===== src/rtl/sram_ctl_pkg.sv =====
package sram_ctl_pkg;

  typedef enum logic [1:0] {
    SC_IDLE  = 2'd0,
    SC_WRITE = 2'd1,
    SC_WREND = 2'd2,
    SC_READ  = 2'd3
  } sc_state_e;

  typedef struct packed {
    logic ce_n;
    logic oe_n;
    logic we_n;
    logic dq_oe;
  } sc_ctl_t;

  localparam sc_ctl_t SC_CTL_REST = '{ce_n: 1'b1, oe_n: 1'b1, we_n: 1'b1, dq_oe: 1'b0};

  // Round a time up to whole clock periods, never below one cycle.
  function automatic int unsigned ps_to_cyc(input int unsigned t_ps, input int unsigned clk_ps);
    int unsigned q;
    q = (t_ps + clk_ps - 1) / clk_ps;
    return (q < 1) ? 1 : q;
  endfunction

  function automatic int unsigned umax(input int unsigned a, input int unsigned b);
    return (a > b) ? a : b;
  endfunction

endpackage


===== src/rtl/sram_ctl_seq.sv =====
module sram_ctl_seq
  import sram_ctl_pkg::*;
#(
  parameter int unsigned LANES    = 2,
  parameter int unsigned W_CYC    = 2,
  parameter int unsigned TURN_CYC = 1,
  parameter int unsigned R_CYC    = 1
) (
  input  logic             clk,
  input  logic             rst_n,
  input  logic             start,
  input  logic             start_wr,
  input  logic [LANES-1:0] start_sel,
  output logic             idle,
  output sc_ctl_t          ctl,
  output logic [LANES-1:0] be_n,
  output logic             cap
);

  localparam int unsigned CW = $clog2(umax(W_CYC, R_CYC) + 1);

  sc_state_e        state_q, state_d;
  logic [CW-1:0]    cnt_q, cnt_d;
  sc_ctl_t          ctl_d;
  logic [LANES-1:0] be_n_d;

  assign idle = (state_q == SC_IDLE);
  assign cap  = (state_q == SC_READ) && (cnt_q == CW'(R_CYC - 1));

  always_comb begin
    state_d = state_q;
    cnt_d   = cnt_q;
    ctl_d   = ctl;
    be_n_d  = be_n;
    unique case (state_q)
      SC_IDLE: begin
        if (start) begin
          cnt_d      = '0;
          be_n_d     = ~start_sel;
          ctl_d.ce_n = 1'b0;
          if (start_wr) begin
            state_d    = SC_WRITE;
            ctl_d.we_n = 1'b0;
          end else begin
            state_d    = SC_READ;
            ctl_d.oe_n = 1'b0;
          end
        end
      end
      SC_WRITE: begin
        if (cnt_q == CW'(W_CYC - 1)) begin
          state_d     = SC_WREND;
          ctl_d.we_n  = 1'b1;
          ctl_d.dq_oe = 1'b1;
        end else begin
          cnt_d       = cnt_q + 1'b1;
          ctl_d.dq_oe = (cnt_d >= CW'(TURN_CYC));
        end
      end
      SC_WREND: begin
        state_d = SC_IDLE;
        ctl_d   = SC_CTL_REST;
        be_n_d  = '1;
      end
      SC_READ: begin
        if (cap) begin
          state_d = SC_IDLE;
          ctl_d   = SC_CTL_REST;
          be_n_d  = '1;
        end else begin
          cnt_d = cnt_q + 1'b1;
        end
      end
      default: begin
        state_d = SC_IDLE;
        ctl_d   = SC_CTL_REST;
        be_n_d  = '1;
      end
    endcase
  end

  always_ff @(posedge clk or negedge rst_n) begin
    if (!rst_n) begin
      state_q <= SC_IDLE;
      cnt_q   <= '0;
      ctl     <= SC_CTL_REST;
      be_n    <= '1;
    end else begin
      state_q <= state_d;
      cnt_q   <= cnt_d;
      ctl     <= ctl_d;
      be_n    <= be_n_d;
    end
  end

endmodule


===== src/rtl/sram_ctl_lane.sv =====
module sram_ctl_lane #(
  parameter int unsigned LW = 8
) (
  input  logic          clk,
  input  logic          rst_n,
  input  logic          load,
  input  logic          sel_in,
  input  logic [LW-1:0] wbyte_in,
  input  logic          cap,
  input  logic [LW-1:0] bus_in,
  output logic [LW-1:0] wbyte,
  output logic [LW-1:0] rbyte
);

  logic sel_q;

  always_ff @(posedge clk or negedge rst_n) begin
    if (!rst_n) begin
      sel_q <= 1'b0;
      wbyte <= '0;
      rbyte <= '0;
    end else begin
      if (load) begin
        sel_q <= sel_in;
        wbyte <= wbyte_in;
      end
      if (cap) rbyte <= sel_q ? bus_in : '0;
    end
  end

endmodule


===== src/rtl/sram_ctl.sv =====
module sram_ctl
  import sram_ctl_pkg::*;
#(
  parameter int unsigned ADDR_W     = 16,
  parameter int unsigned DATA_W     = 16,
  parameter int unsigned CLK_PS     = 20000,
  parameter bit          FAST_GRADE = 1'b1
) (
  input  logic                clk,
  input  logic                rst_n,
  input  logic                req_valid,
  output logic                req_ready,
  input  logic                req_write,
  input  logic [ADDR_W-1:0]   req_addr,
  input  logic [DATA_W-1:0]   req_wdata,
  input  logic [DATA_W/8-1:0] req_mask,
  output logic                rsp_valid,
  output logic [DATA_W-1:0]   rsp_rdata,
  output logic                mem_ce_n,
  output logic                mem_oe_n,
  output logic                mem_we_n,
  output logic [DATA_W/8-1:0] mem_be_n,
  output logic [ADDR_W-1:0]   mem_addr,
  output logic [DATA_W-1:0]   mem_dq_out,
  output logic                mem_dq_oe,
  input  logic [DATA_W-1:0]   mem_dq_in
);

  localparam int unsigned LANES = DATA_W / 8;

  // Minimum times in picoseconds for the selected grade.
  localparam int unsigned T_WP  = FAST_GRADE ? 10000 : 12000;
  localparam int unsigned T_DW  = FAST_GRADE ?  6000 :  7000;
  localparam int unsigned T_WC  = FAST_GRADE ? 12000 : 15000;
  localparam int unsigned T_WHZ = FAST_GRADE ?  6000 :  8000;
  localparam int unsigned T_AA  = FAST_GRADE ? 12000 : 15000;
  localparam int unsigned T_OE  = FAST_GRADE ?  6000 :  8000;

  localparam int unsigned C_TURN = ps_to_cyc(T_WHZ, CLK_PS);
  localparam int unsigned C_WR   = umax(umax(ps_to_cyc(T_WP, CLK_PS),
                                           C_TURN + ps_to_cyc(T_DW, CLK_PS)),
                                      ps_to_cyc(T_WC, CLK_PS) - 1);
  localparam int unsigned C_RD   = umax(ps_to_cyc(T_AA, CLK_PS), ps_to_cyc(T_OE, CLK_PS));

  logic    accept;
  logic    idle;
  logic    cap;
  sc_ctl_t ctl;

  assign req_ready = idle;
  assign accept    = req_valid & idle;

  sram_ctl_seq #(
    .LANES   (LANES),
    .W_CYC   (C_WR),
    .TURN_CYC(C_TURN),
    .R_CYC   (C_RD)
  ) i_seq (
    .clk      (clk),
    .rst_n    (rst_n),
    .start    (accept),
    .start_wr (req_write),
    .start_sel(req_mask),
    .idle     (idle),
    .ctl      (ctl),
    .be_n     (mem_be_n),
    .cap      (cap)
  );

  assign mem_ce_n  = ctl.ce_n;
  assign mem_oe_n  = ctl.oe_n;
  assign mem_we_n  = ctl.we_n;
  assign mem_dq_oe = ctl.dq_oe;

  always_ff @(posedge clk or negedge rst_n) begin
    if (!rst_n) begin
      mem_addr  <= '0;
      rsp_valid <= 1'b0;
    end else begin
      if (accept) mem_addr <= req_addr;
      rsp_valid <= cap;
    end
  end

  for (genvar g = 0; g < LANES; g++) begin : g_lane
    sram_ctl_lane #(.LW(8)) i_lane (
      .clk     (clk),
      .rst_n   (rst_n),
      .load    (accept),
      .sel_in  (req_mask[g]),
      .wbyte_in(req_wdata[8*g +: 8]),
      .cap     (cap),
      .bus_in  (mem_dq_in[8*g +: 8]),
      .wbyte   (mem_dq_out[8*g +: 8]),
      .rbyte   (rsp_rdata[8*g +: 8])
    );
  end

endmodule


===== config.mk =====
export PLATFORM = sky130hd
export DESIGN_NAME = sram_ctl
export DESIGN_NICKNAME = d
export VERILOG_FILES = /design/src/rtl/sram_ctl_pkg.sv /design/src/rtl/sram_ctl_seq.sv /design/src/rtl/sram_ctl_lane.sv /design/src/rtl/sram_ctl.sv
export SDC_FILE = /design/constraint.sdc
export NUM_CORES = 1
export LEC_CHECK = 0
export ABC_AREA = 1
export BUFFER_PORTS_ARGS = -buffer_cell sky130_fd_sc_hd__buf_2
export CAP_MARGIN = 10
export CORE_UTILIZATION = 40
export DETAILED_ROUTE_END_ITERATION = 7
export GPL_TIMING_DRIVEN = 0
export PLACE_DENSITY = 0.68
export SLEW_MARGIN = 15
export SYNTH_ARGS = -nofsm -noshare
export SYNTH_HDL_FRONTEND = slang
export SYNTH_SLANG_ARGS = --single-unit

===== constraint.sdc =====
create_clock -name clk -period 2.15 [get_ports clk]
set_input_delay 0.1075 -clock clk [delete_from_list [all_inputs] [get_ports clk]]
set_output_delay 0.1075 -clock clk [all_outputs]
set_load 0.02 [all_outputs]

==> results.json, run 1 <==
{
  "cts_sinks": 61,
  "crit_type": "reg -> reg",
  "drive_above_1_share_pct": 33.02,
  "rsz0062_at_grt": "false",
  "slew_headroom_pct": 49.64,
  "dp_hpwl_um": 3848,
  "p_leak_nw": 2.047,
  "core-area_um2": 5921,
  "reg2regPathDepth": 7,
  "n_antenna_cell": 0,
  "nets": 482,
  "first_pass_iters": 4,
  "ctsHtreeMaxLevel": 3,
  "io_pins": 110,
  "grt_pass1_wl_um": 10030,
  "r2r_start": "i_seq.cnt_q[0]$_DFFE_PN0P_",
  "timing.hold.ws_ns": 0.01610,
  "antenna_found_initial": 0,
  "final.period_utilization_pct": 69.82,
  "hold_class": "in -> reg",
  "grt_max_degree": 62,
  "cellPowerDensity_nw_per_um2": 1450,
  "cts_buffers": 9,
  "cts-root-buf": "clkbuf_8",
  "reg2reg_to": "g_lane[1].i_lane.rbyte[1]$_DFFE_PN0P_",
  "viasPerCell": 4.537,
  "initial_core_util_pct": 41.38,
  "synthDistinctLibCells": 18,
  "cts_tree": "yes",
  "synthesis.area_um2": 2450,
  "vdd_ir_drop_max_mv": 0.7551,
  "synth-seq-area-share_pct": 62.56,
  "power_w": 0.005290,
  "maxSlewViolCount": 0,
  "hold_depth": 3,
  "clkTransAtPathRegs_ns": 0.07,
  "drv_cap": 0,
  "arrival_ns": 1.73,
  "synth-seq-cells": 61,
  "drc": 0,
  "vias": 2291,
  "tightest_slew_ns": 0.7554,
  "cp_cell_sequence": "inv_1, ha_1, inv_1, nor3_4, buf_2, nand3_1, o21ai_0",
  "cp_slowest_cell": "dfrtp_1",
  "hold_violations": 0,
  "ant_nets": 0,
  "setup_violations": 0,
  "hold_path_end": "g_lane[1].i_lane.sel_q$_DFFE_PN0P_",
  "cp-start-kind": "register",
  "fillCellCount": 521,
  "cts_buffer_depth": 2,
  "die_w_um": 80.26,
  "area_delta_synth_final_pct": 48.88,
  "post_cts_resized": 0,
  "grt_pass1_vias": 2220,
  "fin_skew_ns": 0.009203,
  "crit_path_frequent_cell": "inv_1",
  "gr-total-overflow": 0,
  "totalWireLength_um": 6087,
  "status": "finished, final reports clean",
  "cp_max_fo": 10,
  "clk_latency_ns": 0.32,
  "yosys_warnings": 0,
  "hp-start": "req_mask[1]",
  "crit_required_ns": 2.38,
  "reg2reg_slack_ns": 0.65,
  "wl_per_cell_um": 12.05,
  "endpoint_kind": "register",
  "finalSetupTns_ns": 0,
  "syn_avg_cell_area_um2": 9.007,
  "track_usage_pct": 20.70,
  "drt_iter0_drc": 131,
  "fp-row-count": 28,
  "slowest_delay_ns": 0.41,
  "portBuffers": 109,
  "layout_min_cycle_time_ns": 1.501,
  "die_area_um2": 6442,
  "die_h_um": 80.26,
  "netlist_instances": 272,
  "fmaxAchievable_ghz": 0.6661,
  "gp_routability_congestion": 0.7749,
  "synth_fp_nets": 329
}
## power by group
part           total, W  internal (W)  switching [W]
Sequential      0.00196       0.00168       0.000277
Combinational   0.00220      0.000742        0.00146
Clock           0.00113      0.000713       0.000418
## cell usage in the layout, fill, tap and decap left out
cell type	count
nor2_2	1
nand4_1	3
o21a_1	1
nor2_1	3
o21ai_0	22
dfstp_2	5
inv_2	2
inv_1	24
nand3_1	21
bufinv_16	2
clkinv_2	2
clkbuf_8	11
nand2_1	116
ha_1	3
clkbuf_1	5
nand3b_1	1
nor3_4	1
dfrtp_1	56
buf_4	2
nand2_2	1
buf_2	115
dlygate4sd3_1	33
## worst max path at each step
stage	slack [ns]	from	to
finish	0.65	i_seq.cnt_q[0]$_DFFE_PN0P_	g_lane[1].i_lane.rbyte[1]$_DFFE_PN0P_
global route	0.51	i_seq.cnt_q[0]$_DFFE_PN0P_	g_lane[1].i_lane.rbyte[1]$_DFFE_PN0P_
CTS	0.62	i_seq.cnt_q[0]$_DFFE_PN0P_	g_lane[1].i_lane.rbyte[1]$_DFFE_PN0P_
detailed placement	0.64	i_seq.cnt_q[0]$_DFFE_PN0P_	g_lane[1].i_lane.rbyte[1]$_DFFE_PN0P_
global placement	0.70	i_seq.cnt_q[0]$_DFFE_PN0P_	g_lane[1].i_lane.rbyte[1]$_DFFE_PN0P_
floorplan	0.83	i_seq.state_q[0]$_DFFE_PN0P_	i_seq.be_n[0]$_DFFE_PN1P_
## through the flow
stage	setup WS (ns)	instances	cell area [µm²]	util, %
final	0.6488	505	3647	61.60
after global routing	0.5068	505	3647	61.60
after CTS	0.6200	505	3647	61.60
after detailed placement	0.6422	456	3092	52.22
after global placement	0.6978	456	3089	52.18
after floorplan	0.8311	272	2450	-
## routing by layer
layer	up-vias	track usage [%]	part of all wire, %
met5	-	0	0
met4	0	8.036	0.95
met3	6	5.227	6.7
met2	92	34.19	47
met1	1048	26.04	46
li1	1145	-	-
## cell type report
type | count | area (µm²) | area share (%)
clock inverter | 4 | 70.07 | 1.921
buffer | 12 | 57.56 | 1.578
tap | 75 | 93.84 | 2.573
clock buffer | 12 | 155.1 | 4.254
timing repair buffer | 142 | 878.3 | 24.08
inverter | 26 | 97.59 | 2.676
sequential | 61 | 1533 | 42.02
multi-input combinational | 173 | 762.0 | 20.89
## cells by family (layout without fill, tap and decap cells)
logic type,Yosys count,count (layout),synth area share [%]
AND/OR/NAND/NOR,147,147,24.77
adder cells (fa/ha/maj),3,3,1.532
buffers and inverters,38,196,6.333
flip-flops,61,61,62.56
AO/OA/AOI/OAI,23,23,4.801
## state kept, by name, summed over array words and instances, names as in the netlist
name                 cells
rsp_valid                1
g_lane.i_lane.wbyte     16
i_seq.state_q            2
g_lane.i_lane.sel_q      2
i_seq.be_n               2
mem_addr                16
g_lane.i_lane.rbyte     16
i_seq.cnt_q              2
i_seq.ctl                4
## critical path: cells and delay by family, from the launching register on
kind	cells	cell delay, ns
flops	1	0.41
fa+ha+maj	1	0.17
buf+inv	3	0.42
compound gates	1	0.10
simple gates	2	0.30
## Yosys cell counts
cell	count	area, µm²
o21ai_0	22	110.1
clkbuf_1	4	15.01
inv_2	2	7.510
nor2_2	1	6.260
nand4_1	3	18.77
inv_1	24	90.09
dfstp_2	5	131.4
nor3_4	1	16.27
buf_4	1	7.510
nand2_2	1	6.260
nand3b_1	1	7.510
dfrtp_1	56	1401
nand3_1	21	105.1
ha_1	3	37.54
buf_2	7	35.03
o21a_1	1	7.510
nor2_1	3	11.26
nand2_1	116	435.4
## timing repair
action | in CTS | in global routing
buffers inserted | 0 | 0
hold buffers | 33 | 0
hold endpoints to repair | 88 | 0
No activity file was read; power rests on OpenSTA's default activity.
==> run 2: changes to the inputs <==
==> constraint.sdc (replaced) <==
create_clock -name clk -period 1.5 [get_ports clk]
set_input_delay 0.075 -clock clk [delete_from_list [all_inputs] [get_ports clk]]
set_output_delay 0.075 -clock clk [all_outputs]
set_load 0.02 [all_outputs]
==> run 2 against run 1 <==
Global-route usage increased by 0.83 points. Clock-buffer cell count is the same. Sequential power rose by 44%.
==> results.json, run 2 (synthesis gave the netlist of run 1 again) <==
{
  "die_w_um": 80.26,
  "setup_violations": 0,
  "final.period_utilization_pct": 95.80,
  "initial_core_util_pct": 41.38,
  "io_pins": 110,
  "status": "finished, final reports clean",
  "cellPowerDensity_nw_per_um2": 2018,
  "drc": 0,
  "drv_cap": 0,
  "vias": 2414,
  "layout_min_cycle_time_ns": 1.437,
  "die_area_um2": 6442,
  "layout_commonest_cell": "nand2_1",
  "cts_tree": "yes",
  "drive_above_1_share_pct": 34.15,
  "gr-total-overflow": 0,
  "cp_max_fo": 10,
  "die_h_um": 80.26,
  "track_usage_pct": 21.54,
  "area_delta_synth_final_pct": 57.41,
  "vdd_ir_drop_max_mv": 1.096,
  "cp-start-kind": "register",
  "use_met2_pct": 36.67,
  "wl_per_cell_um": 12.40,
  "cts-root-buf": "clkbuf_8",
  "clk_latency_ns": 0.33,
  "reg.largest.list": "g_lane.i_lane.rbyte x16, g_lane.i_lane.wbyte x16, mem_addr x16",
  "grt_max_degree": 62,
  "nets": 500,
  "crit_required_ns": 1.75,
  "fin_skew_ns": 0.007520,
  "hold_violations": 0,
  "grt_pass1_vias": 2347,
  "dp_hpwl_um": 3848,
  "grt_pass1_wl_um": 10410,
  "cts_buffers": 9,
  "postLayoutCoreUtil_pct": 65.13,
  "cts_sinks": 61,
  "use_met1_pct": 25.89,
  "tightest_slew_ns": 0.7579,
  "totalWireLength_um": 6484,
  "maxSlewViolCount": 0,
  "p_leak_nw": 2.136,
  "crit_type": "reg -> reg",
  "ant_nets": 0,
  "first_pass_iters": 4,
  "gp_routability_congestion": 0.7749,
  "cts_buffer_depth": 2,
  "timing.hold.ws_ns": 0.01259,
  "slew_headroom_pct": 49.47,
  "fp-row-count": 28,
  "viasPerCell": 4.616,
  "clkTransAtPathRegs_ns": 0.07,
  "top_usage_layer": "met2",
  "core-area_um2": 5921,
  "n_antenna_cell": 0,
  "arrival_ns": 1.68,
  "fmaxAchievable_ghz": 0.6959,
  "endpoint_kind": "register",
  "ctsHtreeMaxLevel": 3,
  "finalSetupTns_ns": 0,
  "drt_iter0_drc": 132,
  "grt_use_met3_pct": 5.455,
  "portBuffers": 109,
  "hold_class": "in -> reg",
  "antenna_found_initial": 0,
  "layout_common_cells": "nand2_1, buf_2, dfrtp_1, dlygate4sd3_1, inv_1"
}
run 2: cell count changes in the layout (fill, tap and decap cells not counted), moves of 2 or more:
cell / before / now
buf_2: 115 / 113
buf_4: 2 / 4
buf_6: 0 / 4
clkbuf_1: 5 / 3
clkbuf_2: 0 / 2
dlygate4sd3_1: 33 / 47
inv_1: 24 / 22
inv_2: 2 / 4
o21ai_0: 22 / 18
o21ai_1: 0 / 3
run 2: final timing paths:
kind	start	endpoint	slack, ns	cells after the start
min	mem_dq_in[10]	g_lane[1].i_lane.rbyte[2]$_DFFE_PN0P_	0.01	3
min in group asynchronous	rst_n	g_lane[1].i_lane.rbyte[5]$_DFFE_PN0P_	0.35	2
min reg2reg	i_seq.ctl[1]$_DFFE_PN1P_	i_seq.ctl[1]$_DFFE_PN1P_	0.47	2
max	i_seq.cnt_q[0]$_DFFE_PN0P_	g_lane[1].i_lane.rbyte[1]$_DFFE_PN0P_	0.06	8
max in group asynchronous	rst_n	i_seq.state_q[1]$_DFFE_PN0P_	0.64	2
max reg2reg	i_seq.cnt_q[0]$_DFFE_PN0P_	g_lane[1].i_lane.rbyte[1]$_DFFE_PN0P_	0.06	8
run 2: metal layers:
metal  share of wire, %  routed length (µm)  vias up
li1                   -                   -     1181
met1                 44                2843     1114
met2                 47                3078      106
met3                6.9                 449       13
met4                1.7                 112        0
met5                  0                   0        -
run 2: cell type report:
cell class / count / area, µm²
Clock buffer: 12 / 155.1
Sequential cell: 61 / 1533
Fill cell: 490 / 2064
Buffer: 12 / 76.32
Multi-Input combinational cell: 173 / 778.2
Inverter: 26 / 97.59
Timing Repair Buffer: 160 / 1052
Clock inverter: 4 / 70.07
Tap cell: 75 / 93.84
run 2: what timing repair did:
item	CTS	global route
gates cloned	0	1
pin swaps	0	1
buffers inserted	0	3
resized for setup	2	19
hold buffers	47	0
endpoints found under the hold margin	102	0
setup endpoints to repair	1	51
run 2: per-stage QoR:
step | std cells | power [W] | instance area [µm²] | setup slack, ns
final | 523 | 0.007782 | 3856 | 0.06305
after global routing | 523 | 0.008353 | 3856 | -0.03540
after CTS | 519 | 0.007670 | 3792 | 0.002023
after detailed placement | 456 | 0.005924 | 3092 | -0.007764
after global placement | 456 | 0.005841 | 3089 | 0.04776
after floorplan | 272 | 0.004822 | 2450 | 0.1811
run 2: critical path, cell delays in order (launching register included):
cell	delay (ns)
dfrtp_1	0.42
inv_2	0.08
ha_2	0.18
inv_2	0.06
nor3_4	0.16
buf_6	0.15
buf_6	0.13
nand3_1	0.08
o21ai_1	0.10
run 2: report_power, final:
group,leakage (nW),internal (W),total (W),switching [W]
clock,0.116,0.00102,0.00163,0.000604
sequential,0.765,0.00241,0.00282,0.000417
combinational,1.25,0.00118,0.00333,0.00215
==> run 3: changes to the inputs <==
--- a/config.mk
+++ b/config.mk
@@ -8,10 +8,12 @@
 export ABC_AREA = 1
 export BUFFER_PORTS_ARGS = -buffer_cell sky130_fd_sc_hd__buf_2
 export CAP_MARGIN = 10
-export CORE_UTILIZATION = 40
+export CELL_PAD_IN_SITES_DETAIL_PLACEMENT = 1
+export CELL_PAD_IN_SITES_GLOBAL_PLACEMENT = 1
+export CORE_UTILIZATION = 33
 export DETAILED_ROUTE_END_ITERATION = 7
 export GPL_TIMING_DRIVEN = 0
-export PLACE_DENSITY = 0.68
+export PLACE_DENSITY = 0.76
 export SLEW_MARGIN = 15
 export SYNTH_ARGS = -nofsm -noshare
 export SYNTH_HDL_FRONTEND = slang
==> run 3 against run 2 <==
Routed wire length rose by 25%. Non-clock buffer count rose by 6. Die area rose by 21%. Clock skew barely moved. Critical endpoint is now i_seq.cnt_q[1]$_DFFE_PN0P_. Largest cell class unchanged. Largest power group unchanged.
==> results.json, run 3 (synthesis gave the netlist of run 1 again) <==
{
  "final.period_utilization_pct": 95.23,
  "status": "finished, final reports clean",
  "clkTransAtPathRegs_ns": 0.07,
  "vdd_ir_drop_max_mv": 0.9225,
  "totalWireLength_um": 8096,
  "finalSetupTns_ns": 0,
  "timing.hold.ws_ns": 0.01882,
  "area_delta_synth_final_pct": 60.42,
  "multiInputGateArea_um2": 779.5,
  "drt_iter0_drc": 101,
  "ant_nets": 0,
  "cts-root-buf": "clkbuf_8",
  "layout_common_cells": "nand2_1, buf_2, dfrtp_1, dlygate4sd3_1, inv_1",
  "tightest_slew_ns": 0.4171,
  "gp_routability_congestion": 0.7301,
  "fp-row-count": 31,
  "fillCellCount": 890,
  "hold_class": "in -> reg",
  "dpl_worst_slack_ns": -0.06677,
  "clk_latency_ns": 0.33,
  "crit_required_ns": 1.77,
  "first_pass_iters": 4,
  "die_h_um": 88.16,
  "dp_hpwl_um": 4837,
  "cts_tree": "yes",
  "place_area_um2": 3142,
  "initial_core_util_pct": 33.96,
  "hold_violations": 0,
  "viasPerCell": 4.488,
  "fin_area_um2": 3930,
  "drv_cap": 0,
  "p_leak_nw": 2.160,
  "fin_skew_ns": 0.007131,
  "track_usage_pct": 22.26,
  "maxSlewViolCount": 0,
  "layout_commonest_cell": "nand2_1",
  "drive_above_1_share_pct": 34.80,
  "fmaxAchievable_ghz": 0.7001,
  "die_w_um": 88.16,
  "cp_max_fo": 6,
  "cts_buffers": 9,
  "io_pins": 110,
  "crit_type": "reg -> reg",
  "ctsHtreeMaxLevel": 3,
  "slew_headroom_pct": 72.19,
  "endpoint_kind": "register",
  "portBuffers": 109,
  "grt_max_degree": 38,
  "cellPowerDensity_nw_per_um2": 2016,
  "layout_min_cycle_time_ns": 1.428,
  "setup_violations": 0,
  "vias": 2482,
  "drc": 0,
  "seq_area_um2": 1534,
  "arrival_ns": 1.70,
  "grt_pass1_wl_um": 12850,
  "nets": 506,
  "cts_sinks": 61,
  "die_area_um2": 7772,
  "core-area_um2": 7214,
  "cp-start-kind": "register",
  "antenna_found_initial": 0,
  "postLayoutCoreUtil_pct": 54.47,
  "reg.largest.list": "g_lane.i_lane.rbyte x16, g_lane.i_lane.wbyte x16, mem_addr x16",
  "gr-total-overflow": 0,
  "wl_per_cell_um": 14.64,
  "cts_buffer_depth": 2,
  "fin_ws_ns": 0.07155,
  "n_antenna_cell": 0,
  "grt_pass1_vias": 2648
}
[run 3: layout make-up]
class,instances,area share (%)
inverter,26,2.483
clock inverter,5,1.910
clock buffer,11,3.343
multi-input combinational,173,19.83
timing repair buffer,166,28.37
buffer,12,1.878
sequential,61,39.03
tap,99,3.152
[run 3: worst max-delay path: stages, from the launching register on]
cell and delay, ns:
dfrtp_1 0.40, buf_4 0.15, ha_1 0.20, nand3b_1 0.30, nand3_2 0.15, nand3_1 0.09, nand2_1 0.07
[run 3: power by group]
part           total (W)  internal (W)  switching [W]
Combinational    0.00352       0.00123        0.00229
Sequential       0.00284       0.00241       0.000431
Clock            0.00156      0.000929       0.000634
[run 3: layer usage]
metal | wire length, µm | global-route usage, %
met2 | 4349 | 40.56
met3 | 434 | 5.938
met5 | 0 | 0
met1 | 3239 | 24.88
met4 | 72 | 7.918
[run 3: worst paths after layout]
path	depth (start not counted)	end	from	slack, ns
min	4	i_seq.be_n[0]$_DFFE_PN1P_	req_mask[0]	0.02
max in group asynchronous	3	i_seq.be_n[0]$_DFFE_PN1P_	rst_n	0.72
min reg2reg	2	i_seq.ctl[3]$_DFFE_PN1P_	i_seq.ctl[3]$_DFFE_PN1P_	0.46
max	6	i_seq.cnt_q[1]$_DFFE_PN0P_	i_seq.cnt_q[0]$_DFFE_PN0P_	0.07
max reg2reg	6	i_seq.cnt_q[1]$_DFFE_PN0P_	i_seq.cnt_q[0]$_DFFE_PN0P_	0.07
min in group asynchronous	2	g_lane[0].i_lane.wbyte[6]$_DFFE_PN0P_	rst_n	0.20
[run 3: what timing repair did]
action                     CTS  global route
resized for setup            5            18
setup endpoints to repair   20            51
setup buffers                4             2
hold buffers                49             0
hold endpoints to repair   106             0
cloned                       1             0
pin swaps                    1             1
[run 3: metrics by stage]
stage               total power, W  std cells
detailed placement        0.006037        481
global placement          0.005880        480
CTS                       0.007823        551
finish                    0.007922        553
global route              0.008479        553
floorplan                 0.004822        272
